===== config.mk =====
export PLATFORM = sky130hd
export DESIGN_NAME = scl_timing_gen
export DESIGN_NICKNAME = d
export VERILOG_FILES = /design/src/rtl/scl_gen_pkg.sv /design/src/rtl/scl_line_sync.sv /design/src/rtl/scl_phase_len.sv /design/src/rtl/sda_hold_timer.sv /design/src/rtl/scl_timing_gen.sv
export SDC_FILE = /design/constraint.sdc
export NUM_CORES = 1
export LEC_CHECK = 0
export BUFFER_PORTS_ARGS = -buffer_cell sky130_fd_sc_hd__clkbuf_2
export CAP_MARGIN = 20
export CORE_ASPECT_RATIO = 0.9
export CORE_UTILIZATION = 40
export CTS_CLUSTER_DIAMETER = 40
export CTS_CLUSTER_SIZE = 25
export DETAILED_ROUTE_END_ITERATION = 8
export SYNTH_ARGS = -nofsm -noshare
export SYNTH_HDL_FRONTEND = slang
export SYNTH_SLANG_ARGS = --single-unit

===== constraint.sdc =====
create_clock -name clk -period 3.31 [get_ports clk]
set_input_delay 0.662 -clock clk [delete_from_list [all_inputs] [get_ports clk]]
set_output_delay 0.662 -clock clk [all_outputs]
set_load 0.03 [all_outputs]

===== src/rtl/scl_gen_pkg.sv =====
package scl_gen_pkg;

    typedef enum logic [1:0] {
        ST_OFF     = 2'd0,
        ST_LOW     = 2'd1,
        ST_RELEASE = 2'd2,
        ST_HIGH    = 2'd3
    } scl_state_e;

endpackage


===== src/rtl/scl_line_sync.sv =====
module scl_line_sync #(
    parameter int STAGES = 2
) (
    input  logic clk,
    input  logic rst_n,
    input  logic line_in,
    output logic line_sync
);
    logic [STAGES-1:0] sr_q;

    generate
        if (STAGES == 1) begin : g_one
            always_ff @(posedge clk or negedge rst_n) begin
                if (!rst_n) sr_q <= '0;
                else        sr_q <= line_in;
            end
        end else begin : g_chain
            always_ff @(posedge clk or negedge rst_n) begin
                if (!rst_n) sr_q <= '0;
                else        sr_q <= {sr_q[STAGES-2:0], line_in};
            end
        end
    endgenerate

    assign line_sync = sr_q[STAGES-1];
endmodule


===== src/rtl/scl_phase_len.sv =====
module scl_phase_len #(
    parameter int DIV_W   = 8,
    parameter int EXP_W   = 3,
    parameter int EXP_MAX = 6,
    parameter int OFFSET  = 4,
    parameter int LEN_W   = DIV_W + (1 << EXP_W)
) (
    input  logic [DIV_W-1:0] div,
    input  logic [EXP_W-1:0] exponent,
    output logic [LEN_W-1:0] len
);
    logic [EXP_W-1:0] exp_eff;
    logic [LEN_W-1:0] scaled;

    always_comb begin
        exp_eff = (exponent > EXP_W'(EXP_MAX)) ? EXP_W'(EXP_MAX) : exponent;
        scaled  = {{(LEN_W-DIV_W){1'b0}}, div} << exp_eff;
        len     = scaled + LEN_W'(OFFSET);
    end
endmodule


===== src/rtl/sda_hold_timer.sv =====
module sda_hold_timer #(
    parameter int HOLD_W   = 6,
    parameter int HOLD_MAX = 40,
    parameter int HOLD_FIX = 3
) (
    input  logic              clk,
    input  logic              rst_n,
    input  logic              start,
    input  logic              cancel,
    input  logic [HOLD_W-1:0] hold_val,
    output logic              busy,
    output logic              tick
);
    localparam int HCNT_W = HOLD_W + 2;

    logic [HOLD_W-1:0] hold_eff;
    logic [HCNT_W-1:0] hcnt_q;
    logic              busy_q;

    always_comb begin
        hold_eff = (hold_val > HOLD_W'(HOLD_MAX)) ? HOLD_W'(HOLD_MAX) : hold_val;
    end

    always_ff @(posedge clk or negedge rst_n) begin
        if (!rst_n) begin
            hcnt_q <= '0;
            busy_q <= 1'b0;
        end else if (cancel) begin
            hcnt_q <= '0;
            busy_q <= 1'b0;
        end else if (start) begin
            hcnt_q <= HCNT_W'(hold_eff) + HCNT_W'(HOLD_FIX);
            busy_q <= 1'b1;
        end else if (busy_q) begin
            if (hcnt_q == '0) busy_q <= 1'b0;
            else              hcnt_q <= hcnt_q - 1'b1;
        end
    end

    assign busy = busy_q;
    assign tick = busy_q && (hcnt_q == '0);
endmodule


===== src/rtl/scl_timing_gen.sv =====
module scl_timing_gen
    import scl_gen_pkg::*;
#(
    parameter int DIV_W       = 8,
    parameter int EXP_W       = 3,
    parameter int EXP_MAX     = 6,
    parameter int HOLD_W      = 6,
    parameter int HOLD_MAX    = 40,
    parameter int HOLD_FIX    = 3,
    parameter int OFFSET      = 4,
    parameter int SYNC_STAGES = 2,
    localparam int CFG_W      = 2 * DIV_W + EXP_W
) (
    input  logic              clk,
    input  logic              rst_n,
    input  logic              enable,
    input  logic [CFG_W-1:0]  cfg_word,
    input  logic [HOLD_W-1:0] hold_cfg,
    input  logic              scl_in,
    output logic              scl_drive_low,
    output logic              scl_fall_tick,
    output logic              scl_rise_tick,
    output logic              sda_tick
);
    localparam int LEN_W   = DIV_W + (1 << EXP_W);
    localparam int LO_LSB  = 0;
    localparam int HI_LSB  = DIV_W;
    localparam int EXP_LSB = 2 * DIV_W;

    scl_state_e state_q, state_nx;
    logic       first_q;
    logic [LEN_W-1:0] cnt_q;
    logic [DIV_W-1:0] hi_div_q;
    logic [EXP_W-1:0] exp_q;

    logic [LEN_W-1:0] lo_len, hi_len;
    logic             scl_sync;
    logic             hold_busy, hold_tick;
    logic             enter_low, enter_high;

    // Live word feeds the low-phase length; the high phase uses the latched copy
    scl_phase_len #(.DIV_W(DIV_W), .EXP_W(EXP_W), .EXP_MAX(EXP_MAX),
                    .OFFSET(OFFSET), .LEN_W(LEN_W)) u_lo_len (
        .div      (cfg_word[LO_LSB +: DIV_W]),
        .exponent (cfg_word[EXP_LSB +: EXP_W]),
        .len      (lo_len)
    );

    scl_phase_len #(.DIV_W(DIV_W), .EXP_W(EXP_W), .EXP_MAX(EXP_MAX),
                    .OFFSET(OFFSET), .LEN_W(LEN_W)) u_hi_len (
        .div      (hi_div_q),
        .exponent (exp_q),
        .len      (hi_len)
    );

    scl_line_sync #(.STAGES(SYNC_STAGES)) u_sync (
        .clk       (clk),
        .rst_n     (rst_n),
        .line_in   (scl_in),
        .line_sync (scl_sync)
    );

    sda_hold_timer #(.HOLD_W(HOLD_W), .HOLD_MAX(HOLD_MAX),
                     .HOLD_FIX(HOLD_FIX)) u_hold (
        .clk      (clk),
        .rst_n    (rst_n),
        .start    (enter_low),
        .cancel   (!enable),
        .hold_val (hold_cfg),
        .busy     (hold_busy),
        .tick     (hold_tick)
    );

    // Next-state logic
    always_comb begin
        state_nx = state_q;
        unique case (state_q)
            ST_OFF:     if (enable) state_nx = ST_LOW;
            ST_LOW:     if ((cnt_q == '0) && (!hold_busy || hold_tick))
                            state_nx = ST_RELEASE;
            ST_RELEASE: if (scl_sync) state_nx = ST_HIGH;
            ST_HIGH:    if (cnt_q == '0) state_nx = ST_LOW;
            default:    state_nx = ST_OFF;
        endcase
        if (!enable) state_nx = ST_OFF;
        enter_low  = (state_nx == ST_LOW)  && (state_q != ST_LOW);
        enter_high = (state_nx == ST_HIGH) && (state_q != ST_HIGH);
    end

    // State register
    always_ff @(posedge clk or negedge rst_n) begin
        if (!rst_n) begin
            state_q <= ST_OFF;
            first_q <= 1'b0;
        end else begin
            state_q <= state_nx;
            first_q <= (state_nx != state_q);
        end
    end

    // Phase counter and configuration latched at each low-phase start
    always_ff @(posedge clk or negedge rst_n) begin
        if (!rst_n) begin
            cnt_q    <= '0;
            hi_div_q <= '0;
            exp_q    <= '0;
        end else if (enter_low) begin
            cnt_q    <= lo_len - 1'b1;
            hi_div_q <= cfg_word[HI_LSB +: DIV_W];
            exp_q    <= cfg_word[EXP_LSB +: EXP_W];
        end else if (enter_high) begin
            cnt_q    <= hi_len - 1'b1;
        end else if (cnt_q != '0) begin
            cnt_q    <= cnt_q - 1'b1;
        end
    end

    // Outputs
    always_comb begin
        scl_drive_low = (state_q == ST_LOW);
        scl_fall_tick = (state_q == ST_LOW) && first_q;
        scl_rise_tick = (state_q == ST_RELEASE) && first_q;
        sda_tick      = hold_tick;
    end
endmodule


# After elaboration in Yosys (flattened, before gate mapping)

Index checks and enable logic that the tools add are counted.

Input port bits: 29
Output and inout bits: 4
Register bits: 41

$lt $le $gt $ge: 3
Equal/unequal tests: 10
Multiplexer cells: 19
Reduce and logical (&&, ||, !) cells: 14
Add/subtract/negate cells: 7
Shift-type cells: 2

Operators by type and width:

| kind                  | count |
|---|---|
| $mux 16               | 3 |
| $sub 16x1->16 const B | 3 |
| $add 16x3->16 const B | 2 |
| $mux 8                | 4 |
| $shl 8x3->16          | 2 |
| $logic_not 16->1      | 1 |
| $reduce_bool 16->1    | 1 |
| $logic_not 8->1       | 1 |
| $mux 2                | 4 |
| $pmux 2 s4            | 1 |
| $sub 8x1->8 const B   | 1 |
| $add 6x2->7 const B   | 1 |
| $eq 2x2->1 const B    | 3 |
| $gt 3x3->1 const B    | 2 |
| $gt 6x6->1 const B    | 1 |
| $logic_and 1x1->1     | 6 |
| $mux 3                | 2 |
| $mux 6                | 1 |
| $eq 2x1->1 const B    | 2 |
| $mux 1                | 4 |
| $ne 3x1->1 const B    | 1 |
| $ne 3x3->1 const B    | 1 |
| $reduce_bool 3->1     | 1 |
| $logic_not 2->1       | 1 |
| 6 further kinds       | 6 |

# Depth between registers and ports, before layout

Gate-level depths: netlist of run 1.

Word-level depth: 11
Gate-level depth with buffers: 10
Gate-level depth less buffers: 8

# Cells and area by module

A second synthesis of run 1 with hierarchy kept.

Cell total of the unflattened synthesis: 495
Area total of the unflattened synthesis: 4137.7 um^2

By module, submodules not included:

| module         | cells an instance | sequential area each (um^2) | area an instance (um^2) | instances |
|---|---|---|---|---|
| scl_timing_gen | 261               | 750.7                       | 2144.6                  | 1 |
| scl_phase_len  | 82                | 0.0                         | 645.6                   | 2 |
| sda_hold_timer | 68                | 225.2                       | 651.9                   | 1 |
| scl_line_sync  | 2                 | 50.0                        | 50.0                    | 1 |

# Worst setup path before layout of run 1

OpenSTA, ideal clock, no wires.

Path type: input to register
Start: input cfg_word[16]
End: register cnt_q[8]
Path buffers: 2
Data required time: 3179 ps
Data arrival time: 2418 ps
Setup slack: 762 ps
Stages on the path: 10
Path through: buf_2 > buf_4 > nor2b_1 > nand2_1 > ha_1 > a211oi_1 > o2111ai_1 > nor4b_1 > xor2_1 > a22oi_1

Cells in the longest elaborated chain, start to end: 6

RTL lines:

| element                | RTL line              | source |
|---|---|---|
| start: declaration     | scl_timing_gen.sv:17  | `input logic [CFG_W-1:0] cfg_word,` |
| $gt 3x3->1             | scl_phase_len.sv:16   | `exp_eff = (exponent > EXP_W'(EXP_MAX)) ? EXP_W'(EXP_MAX) : exponent;` |
| $mux 3 (*)             | scl_phase_len.sv:16   |  |
| $shl 8x3->16 (*)       | scl_phase_len.sv:17   | `scaled = {{(LEN_W-DIV_W){1'b0}}, div} << exp_eff;` |
| $add 16x3->16 (*)      | scl_phase_len.sv:18   | `len = scaled + LEN_W'(OFFSET);` |
| $sub 16x1->16 (*)      | scl_timing_gen.sv:108 | `cnt_q <= lo_len - 1'b1;` |
| $mux 16 (*)            | scl_timing_gen.sv:107 | `end else if (enter_low) begin` |
| end signal: assignment | scl_timing_gen.sv:108 |  |
| end signal: assignment | scl_timing_gen.sv:112 | `cnt_q <= hi_len - 1'b1;` |
| end signal: assignment | scl_timing_gen.sv:114 | `cnt_q <= cnt_q - 1'b1;` |
| end: declaration       | scl_timing_gen.sv:32  | `logic [LEN_W-1:0] cnt_q;` |

Mark *: on every way between the ends. The rest lies on a longest branch, timed or not.
A chain may end at the register's enable or synchronous reset.

# Worst setup path after layout of run 1

Start: register exp_q[0]
End: register cnt_q[6]

Cells in the longest elaborated chain, start to end: 7

RTL lines:

| element                  | RTL line              | source |
|---|---|---|
| start: declaration       | scl_timing_gen.sv:34  | `logic [EXP_W-1:0] exp_q;` |
| start signal: assignment | scl_timing_gen.sv:110 | `exp_q <= cfg_word[EXP_LSB +: EXP_W];` |
| $gt 3x3->1               | scl_phase_len.sv:16   |  |
| $mux 3 (*)               | scl_phase_len.sv:16   |  |
| $shl 8x3->16 (*)         | scl_phase_len.sv:17   |  |
| $add 16x3->16 (*)        | scl_phase_len.sv:18   |  |
| $sub 16x1->16 (*)        | scl_timing_gen.sv:112 |  |
| $mux 16 (*)              | scl_timing_gen.sv:111 | `end else if (enter_high) begin` |
| $mux 16 (*)              | scl_timing_gen.sv:107 |  |

Marks and branches as above.

==> impl_metrics.ini, run 1 <==
[run_status]
outcome = complete, no violations

[die]
core_region_area_um2 = 8530
design.portCount = 33
fp.dieH_um = 90.8
dieArea_um2 = 9130
std_cell_rows = 32
start_util_pct = 41.1
horiz_die_dim_um = 101

[power]
power.share.clock_pct = 24.2
power_per_cell_area_nw_per_um2 = 422
vdd_ir_drop_max_v = 0.000214
netSwitchingFraction_pct = 35.5
power_frac_comb_pct = 34.4
p_int_mw = 1.06
portion_of_total_power_attributed_to_sequential_cells_pct = 41.3
leakagePower_nw = 1.66
power.switching_mw = 0.584

[clock_network]
clock-root-buffer = clkbuf_8
cts_buffers = 5
insertion_delay_ns = 0.30
tritoncts = done
hold_buffers = 0
clkSlewWorstSetupHoldPaths_ns = 0.08
cts.repair_timing.setup_buffer_count = 0
cts.sinks = 41
cts-resized-gates = 0
maximum_level_of_the_cts_h_tree = 2
cts_max_path_buffers = 2

[timing]
rsz_0062_raised_after_global_routing = false
final.period_utilization_pct = 79.1
maxClockFrequency_mhz = 382
maxSlewViolCount = 0
timing.clock.skew_ns = 0.00567
finalWorstPathRequiredPeriod_ns = 2.62
max_slew.worst_pin.slew_ns = 0.728
timing_hold_violations_final = 0
max-slew-margin-rel_pct = 51.5
fin_tns_setup_ns = 0
fin_ws_ns = 0.692
setup_viol_count_final = 0

[route]
detail_route.wl_per_cell_um = 15.3
detail_route.wirelength_um = 8670
route.detailed.drc = 0
vias = 3153
dr.first_iter.drc_count = 192
ant_nets = 0
route.detailed.vias_per_inst = 5.56
firstDrtPassIters = 4

[synthesis]
ys_seq_area_share_pct = 29.3
mappedNetlistArea_um2 = 3500
post_synthesis_sequential_element_count = 41
synth_nets = 456
post_syn_instances = 421
synth-edff-count = 0
async_flop_share_pct = 100
post_synth.cell_area_avg_um2 = 8.32
synthesis.yosys.warnings = 0
synth.distinct_cells = 66
synth-main-ff-cell = dfrtp_1

[layout]
area_growth_from_synthesis_to_layout_pct = 11.2
nets = 483
layout.area.seq_um2 = 1030
drive_gt1_share_pct = 17.6
area_occupied_by_multi_input_gates_um2 = 2310
n_antenna_cell = 0
mostFrequentLayoutCells = nand2_1 (68), dfrtp_1 (41), clkbuf_2 (32)
leading_cell_type_in_the_layout_fill_and_taps_excluded = nand2_1
layout.filler_cells = 862

[grt]
grt_max_degree = 42
global_route_wire_length_before_repair_um = 14700
gr-total-overflow = 0
track_usage_pct = 20.2
first_global_vias = 2962
antenna_found_initial = 0

[worst_setup_path]
critPathMaxFanout = 20
cp_delay_by_family_top = flip-flops
criticalPathCategory = reg -> reg
critPathRequiredTime_ns = 3.54
worst-endpoint-arrival_ns = 2.85
crit_path_cell_trace = mux4_2, a22oi_1, nor3b_1, and2_4, o311ai_1, a21boi_2
startpoint_type = register
crit_path_max_incr_delay_ns = 0.82
worst-path-buf-inv = 0
crit_path_end_kind = register
r2r_slack_ns = 0.69
slowest_stage = dfrtp_1

[placement]
detailedPlacementHpwl_um = 6400
post-place-ws_ns = 0.518
place.gp.congestion = 0.858
numPortBuffers = 32

[worst_hold_path]
hold_class = in -> async

[run]
count_of_maximum_capacitance_violations = 0
metal layers:
metal  part of all wire, %  global-route usage [%]  vias to the layer above
met5                     0                       0                        -
met4                  0.90                    3.99                        0
met3                   3.8                    3.17                        9
met2                    46                    32.0                       60
met1                    50                    28.9                     1488
li1                      -                       -                     1596
cells by family after synthesis:
kind of cell | synth area share, %
AND/OR/NAND/NOR | 26.3
XOR/XNOR | 7.00
flip-flops | 29.3
multiplexers | 10.2
AO/OA/AOI/OAI | 20.4
buffers and inverters | 4.61
adder cells (fa/ha/maj) | 2.14
through the flow:
stage	cell area (µm²)	power (mW)	util [%]	hold slack, ns	cells
after global routing	3890	1.75	45.7	0.217	567
after detailed placement	3750	1.24	44.0	0.335	558
final	3890	1.64	45.7	0.214	567
after CTS	3860	1.65	45.2	0.377	565
after floorplan	3500	1.09	-	0.331	421
after global placement	3750	1.23	44.0	0.343	558
worst register-to-register path, cell delays in order (launching register included):
cell	delay, ns
dfrtp_1	0.82
mux4_2	0.61
a22oi_1	0.35
nor3b_1	0.16
and2_4	0.17
o311ai_1	0.25
a21boi_2	0.19
worst paths after layout:
path,startpoint,end,cells after the start
setup reg to reg,exp_q[0],cnt_q[6],6
max in group asynchronous,rst_n,hi_div_q[1],2
hold reg to reg,u_sync.sr_q[0],u_sync.sr_q[1],0
setup / recovery,exp_q[0],cnt_q[6],6
hold / removal,rst_n,cnt_q[1],1
min in group clk,u_sync.sr_q[0],u_sync.sr_q[1],0
cell usage after synthesis (all sizes together), types with 8 or more instances:
cell    instances  area (µm²)
a21oi          25         125
a31oi          10        62.6
and3            8        50.1
buf            14        90.1
clkbuf          9        33.8
dfrtp          41        1030
inv            10        37.5
mux2           14         158
mux2i          11         110
nand2          68         255
nand2b          9        56.3
nand3          13        65.1
nor2           22        85.1
nor2b          11        68.8
nor3           13        76.3
o21ai          24         124
xnor2          19         166
xor2            9        78.8
power groups by stage:
stage | combinational [mW] | clock, mW | sequential [mW]
floorplan | 0.449 | 0 | 0.642
finish | 0.566 | 0.399 | 0.679
detailed placement | 0.557 | 0 | 0.687
global route | 0.630 | 0.429 | 0.694
global placement | 0.554 | 0 | 0.681
CTS | 0.561 | 0.412 | 0.678
area by class of cell:
class	instances	share of cell area [%]
Clock buffer	5	1.77
Tap cell	119	3.82
Clock inverter	2	0.900
Multi-Input combinational cell	347	59.4
Inverter	10	0.964
Sequential cell	41	26.3
Timing Repair Buffer	43	6.75
registers in the layout, indices dropped and copies added, names as in the netlist:
signal / count
hi_div_q: 8
cnt_q: 16
first_q: 1
state_q: 2
u_sync.sr_q: 2
u_hold.hcnt_q: 8
u_hold.busy: 1
exp_q: 3
Power figures use the tool's default switching activity.
==> run 2: changes to the inputs <==
==> constraint.sdc (replaced) <==
create_clock -name clk -period 2.68 [get_ports clk]
set_input_delay 0.536 -clock clk [delete_from_list [all_inputs] [get_ports clk]]
set_output_delay 0.536 -clock clk [all_outputs]
set_load 0.03 [all_outputs]
==> run 2 against run 1 <==
Effect of this change:
- register-to-register slack worse by 0.53 ns
- core utilization is 0.88 points higher
- sequential cell count stayed put
- combinational power is 30% higher
- die area stayed put
- total power is 23% higher
- sequential power is 22% higher
==> impl_metrics.ini, run 2 (synthesis results as in run 1) <==
[run_status]
outcome = complete, no violations

[worst_setup_path]
criticalPathCategory = reg -> reg
critPathRequiredTime_ns = 2.91
start_point_of_the_critical_path = cnt_q[10]
critical_path.reg2reg.startpoint = cnt_q[10]
regToRegEndpoint = cnt_q[4]
worst-endpoint-arrival_ns = 2.75
critPathMaxFanout = 23
r2r_slack_ns = 0.16
crit_path_end_kind = register
startpoint_type = register
r2r.worst_path.cells = 8

[layout]
n_antenna_cell = 0
regMostFlops = cnt_q
drive_gt1_share_pct = 20.1
biggestRegsByFlops = cnt_q (16), hi_div_q (8), u_hold.hcnt_q (8)
layout.cells.non_filler = 581
area_growth_from_synthesis_to_layout_pct = 13.3
leading_cell_type_in_the_layout_fill_and_taps_excluded = nand2_1
largest_register_ff_count = 16
mostFrequentLayoutCells = nand2_1 (68), dfrtp_1 (41), clkbuf_2 (32)
postLayoutCoreUtil_pct = 46.5
nets = 496

[grt]
track_usage_pct = 20.4
antenna_found_initial = 0
global_route.peak_usage_layer = met2
global_route.usage.met3_pct = 2.86
grt_util_met1_pct = 30.5
global_route_wire_length_before_repair_um = 14900
first_global_vias = 3037
met2_usage_pct = 30.8
gr-total-overflow = 0
grt_max_degree = 32

[placement]
numPortBuffers = 32
post-place-cells = 573
place.gp.congestion = 0.893
detailedPlacementHpwl_um = 6780

[route]
vias = 3283
detail_route.wl_per_cell_um = 15.3
firstDrtPassIters = 4
dr.first_iter.drc_count = 205
ant_nets = 0
route.detailed.drc = 0
route.detailed.vias_per_inst = 5.65
detail_route.wirelength_um = 8900

[power]
power_frac_comb_pct = 36.3
portion_of_total_power_attributed_to_sequential_cells_pct = 40.8
power.share.clock_pct = 22.8
p_total_mw = 2.02
power_per_cell_area_nw_per_um2 = 509
vdd_ir_drop_max_v = 0.000258
leakagePower_nw = 1.72
netSwitchingFraction_pct = 36.0
p_int_mw = 1.29
power.switching_mw = 0.728

[die]
std_cell_rows = 32
start_util_pct = 41.1
fp.dieH_um = 90.8
core_region_area_um2 = 8530
design.portCount = 33
horiz_die_dim_um = 101
dieArea_um2 = 9130

[clock_network]
clock-root-buffer = clkbuf_8
cts_max_path_buffers = 2
tritoncts = done
clkSlewWorstSetupHoldPaths_ns = 0.08
cts.repair_timing.setup_buffer_count = 0
maximum_level_of_the_cts_h_tree = 2
cts.sinks = 41
insertion_delay_ns = 0.29
hold_buffers = 0
cts-resized-gates = 0
cts_buffers = 5

[timing]
maxClockFrequency_mhz = 397
setup_viol_count_final = 0
final.period_utilization_pct = 94.0
max_slew.worst_pin.slew_ns = 0.990
rsz_0062_raised_after_global_routing = false
finalWorstPathRequiredPeriod_ns = 2.52
maxSlewViolCount = 0
timing_hold_violations_final = 0
timing.clock.skew_ns = 0.00633
max-slew-margin-rel_pct = 34.0
fin_tns_setup_ns = 0

[worst_hold_path]
hold_class = in -> async

[run]
count_of_maximum_capacitance_violations = 0
-- run 2: metal layers --
| metal | share of wire [%] | vias up |
|---|---|---|
| met5 | 0 | - |
| met4 | 1.3 | 0 |
| met3 | 4.1 | 9 |
| met2 | 45 | 71 |
| met1 | 49 | 1576 |
| li1 | - | 1627 |
-- run 2: power by group through the flow --
stage	Combinational (mW)	Sequential [mW]	Clock, mW
after floorplan	0.555	0.793	0
after global placement	0.721	0.829	0
after detailed placement	0.727	0.834	0
after CTS	0.732	0.821	0.475
after global routing	0.816	0.836	0.503
final	0.733	0.825	0.461
-- run 2: critical path, stage by stage, from the launching register on --
cell      delay [ns]
dfrtp_1         0.42
or4_4           0.56
or3_4           0.37
nor3_4          0.20
buf_4           0.15
o21a_4          0.31
buf_4           0.23
a221oi_1        0.06
a21oi_1         0.14
-- run 2: cell type report --
type / instances / area [µm²]
Fill cell: 866 / 4560
Tap cell: 119 / 149
Multi-Input combinational cell: 347 / 2310
Timing Repair Buffer: 56 / 340
Sequential cell: 41 / 1030
Clock inverter: 1 / 5.00
Inverter: 10 / 37.5
Clock buffer: 7 / 96.3
-- run 2: worst max path at each step --
stage               endpoint  slack, ns  cells after the start
floorplan           cnt_q[8]       0.26                     10
detailed placement  cnt_q[8]       0.12                      8
CTS                 cnt_q[4]       0.17                      8
finish              cnt_q[4]       0.16                      8
global placement    cnt_q[7]       0.14                      8
global route        cnt_q[4]       0.05                      8
-- run 2: metrics by stage --
stage                     instance area, µm²  setup slack, ns  hold WS [ns]
after floorplan                         3500            0.258         0.240
after global placement                  3870            0.137         0.344
final                                   3970            0.160         0.182
after global routing                    3970           0.0479         0.205
after detailed placement                3870            0.115         0.336
after CTS                               3970            0.166         0.178
==> run 3: changes to the inputs <==
--- a/config.mk
+++ b/config.mk
@@ -12,6 +12,7 @@
 export CTS_CLUSTER_DIAMETER = 40
 export CTS_CLUSTER_SIZE = 25
 export DETAILED_ROUTE_END_ITERATION = 8
+export MAX_ROUTING_LAYER = met4
 export SYNTH_ARGS = -nofsm -noshare
 export SYNTH_HDL_FRONTEND = slang
 export SYNTH_SLANG_ARGS = --single-unit
==> run 3 against run 2 <==
Effect of this change:
- clock skew rose by 0.0013 ns
- die area stayed put
- register-to-register slack gained 0.02 ns
- count of clock-buffer cells in the layout is 2 lower
- critical path type unchanged
- maximum frequency grew 0.96%
- total power up 1.6%
==> impl_metrics.ini, run 3 (synthesis results as in run 1) <==
[worst_setup_path]
crit_path_end_kind = register
critPathMaxFanout = 20
critPathRequiredTime_ns = 2.91
criticalPathCategory = reg -> reg
worst-endpoint-arrival_ns = 2.73
startpoint_type = register

[grt]
track_usage_pct = 21.3
global_route_wire_length_before_repair_um = 15100
first_global_vias = 3147
antenna_found_initial = 0
gr-total-overflow = 0
grt_max_degree = 32

[clock_network]
cts.sinks = 41
maximum_level_of_the_cts_h_tree = 2
clock-root-buffer = clkbuf_8
cts_buffers = 5
clkSlewWorstSetupHoldPaths_ns = 0.08
insertion_delay_ns = 0.31
cts_max_path_buffers = 2
tritoncts = done
hold_buffers = 0
cts.repair_timing.setup_buffer_count = 0
cts-resized-gates = 0

[run_status]
outcome = complete, no violations

[route]
vias = 3272
ant_nets = 0
dr.first_iter.drc_count = 236
detail_route.wl_per_cell_um = 15.4
detail_route.wirelength_um = 8930
route.detailed.vias_per_inst = 5.65
firstDrtPassIters = 4
route.detailed.drc = 0

[layout]
n_antenna_cell = 0
largest_register_ff_count = 16
nets = 495
regMostFlops = cnt_q
layout.area.seq_um2 = 1030
mostFrequentLayoutCells = nand2_1 (68), dfrtp_1 (41), clkbuf_2 (32)
biggestRegsByFlops = cnt_q (16), hi_div_q (8), u_hold.hcnt_q (8)
postLayoutCoreUtil_pct = 46.5
layout.filler_cells = 877
leading_cell_type_in_the_layout_fill_and_taps_excluded = nand2_1
drive_gt1_share_pct = 19.8
area_growth_from_synthesis_to_layout_pct = 13.2
layout.cells.non_filler = 579
finalInstanceArea_um2 = 3960
area_occupied_by_multi_input_gates_um2 = 2310

[die]
horiz_die_dim_um = 101
core_region_area_um2 = 8530
dieArea_um2 = 9130
design.portCount = 33
start_util_pct = 41.1
std_cell_rows = 32
fp.dieH_um = 90.8

[timing]
maxClockFrequency_mhz = 401
finalHoldWorstSlack_ns = 0.157
max_slew.worst_pin.slew_ns = 1.00
timing.clock.skew_ns = 0.00767
timing_hold_violations_final = 0
finalWorstPathRequiredPeriod_ns = 2.50
rsz_0062_raised_after_global_routing = false
final.period_utilization_pct = 93.1
max-slew-margin-rel_pct = 33.2
setup_viol_count_final = 0
fin_tns_setup_ns = 0
maxSlewViolCount = 0
fin_ws_ns = 0.184

[power]
vdd_ir_drop_max_v = 0.000260
leakagePower_nw = 1.71
p_total_mw = 2.05
power_per_cell_area_nw_per_um2 = 518

[placement]
post-place-cells = 572
numPortBuffers = 32
place.gp.congestion = 0.882
dpl_cell_area_um2 = 3860
detailedPlacementHpwl_um = 6630
post-place-ws_ns = 0.161

[run]
count_of_maximum_capacitance_violations = 0

[worst_hold_path]
hold_class = in -> async
## run 3: area by class of cell
class | count | share of cell area, %
Clock buffer | 5 | 1.74
Timing Repair Buffer | 55 | 8.40
Clock inverter | 2 | 0.884
Multi-Input combinational cell | 347 | 58.4
Sequential cell | 41 | 25.9
Inverter | 10 | 0.947
Tap cell | 119 | 3.76
## run 3: worst paths after layout
path	startpoint	endpoint	cells after the start	slack [ns]
min in group clk	scl_in	u_sync.sr_q[0]	1	0.34
worst max-delay path	cnt_q[10]	cnt_q[4]	8	0.18
max in group asynchronous	rst_n	cnt_q[11]	2	1.82
worst min register to register	u_sync.sr_q[0]	u_sync.sr_q[1]	0	0.36
worst max register to register	cnt_q[10]	cnt_q[4]	8	0.18
worst min-delay path	rst_n	u_hold.hcnt_q[5]	1	0.16
## run 3: critical path, stage by stage, from the launching register on
cell,delay (ns)
dfrtp_1,0.43
or4_4,0.57
or3_4,0.37
nor3_4,0.19
buf_4,0.15
o21a_4,0.28
buf_4,0.23
a221oi_1,0.07
a21oi_1,0.14
## run 3: layer usage
metal | GRT usage (%) | vias up | part of all wire (%)
li1 | - | 1614 | -
met1 | 30.0 | 1593 | 49
met2 | 31.7 | 56 | 46
met3 | 3.56 | 9 | 4.5
met4 | 4.95 | 0 | 0.95
met5 | - | - | 0
## run 3: power breakdown
| group | internal, mW | leakage [nW] | switching, mW |
|---|---|---|---|
| clock network | 0.271 | 0.0540 | 0.229 |
| registers | 0.707 | 0.508 | 0.114 |
| logic | 0.346 | 1.15 | 0.384 |
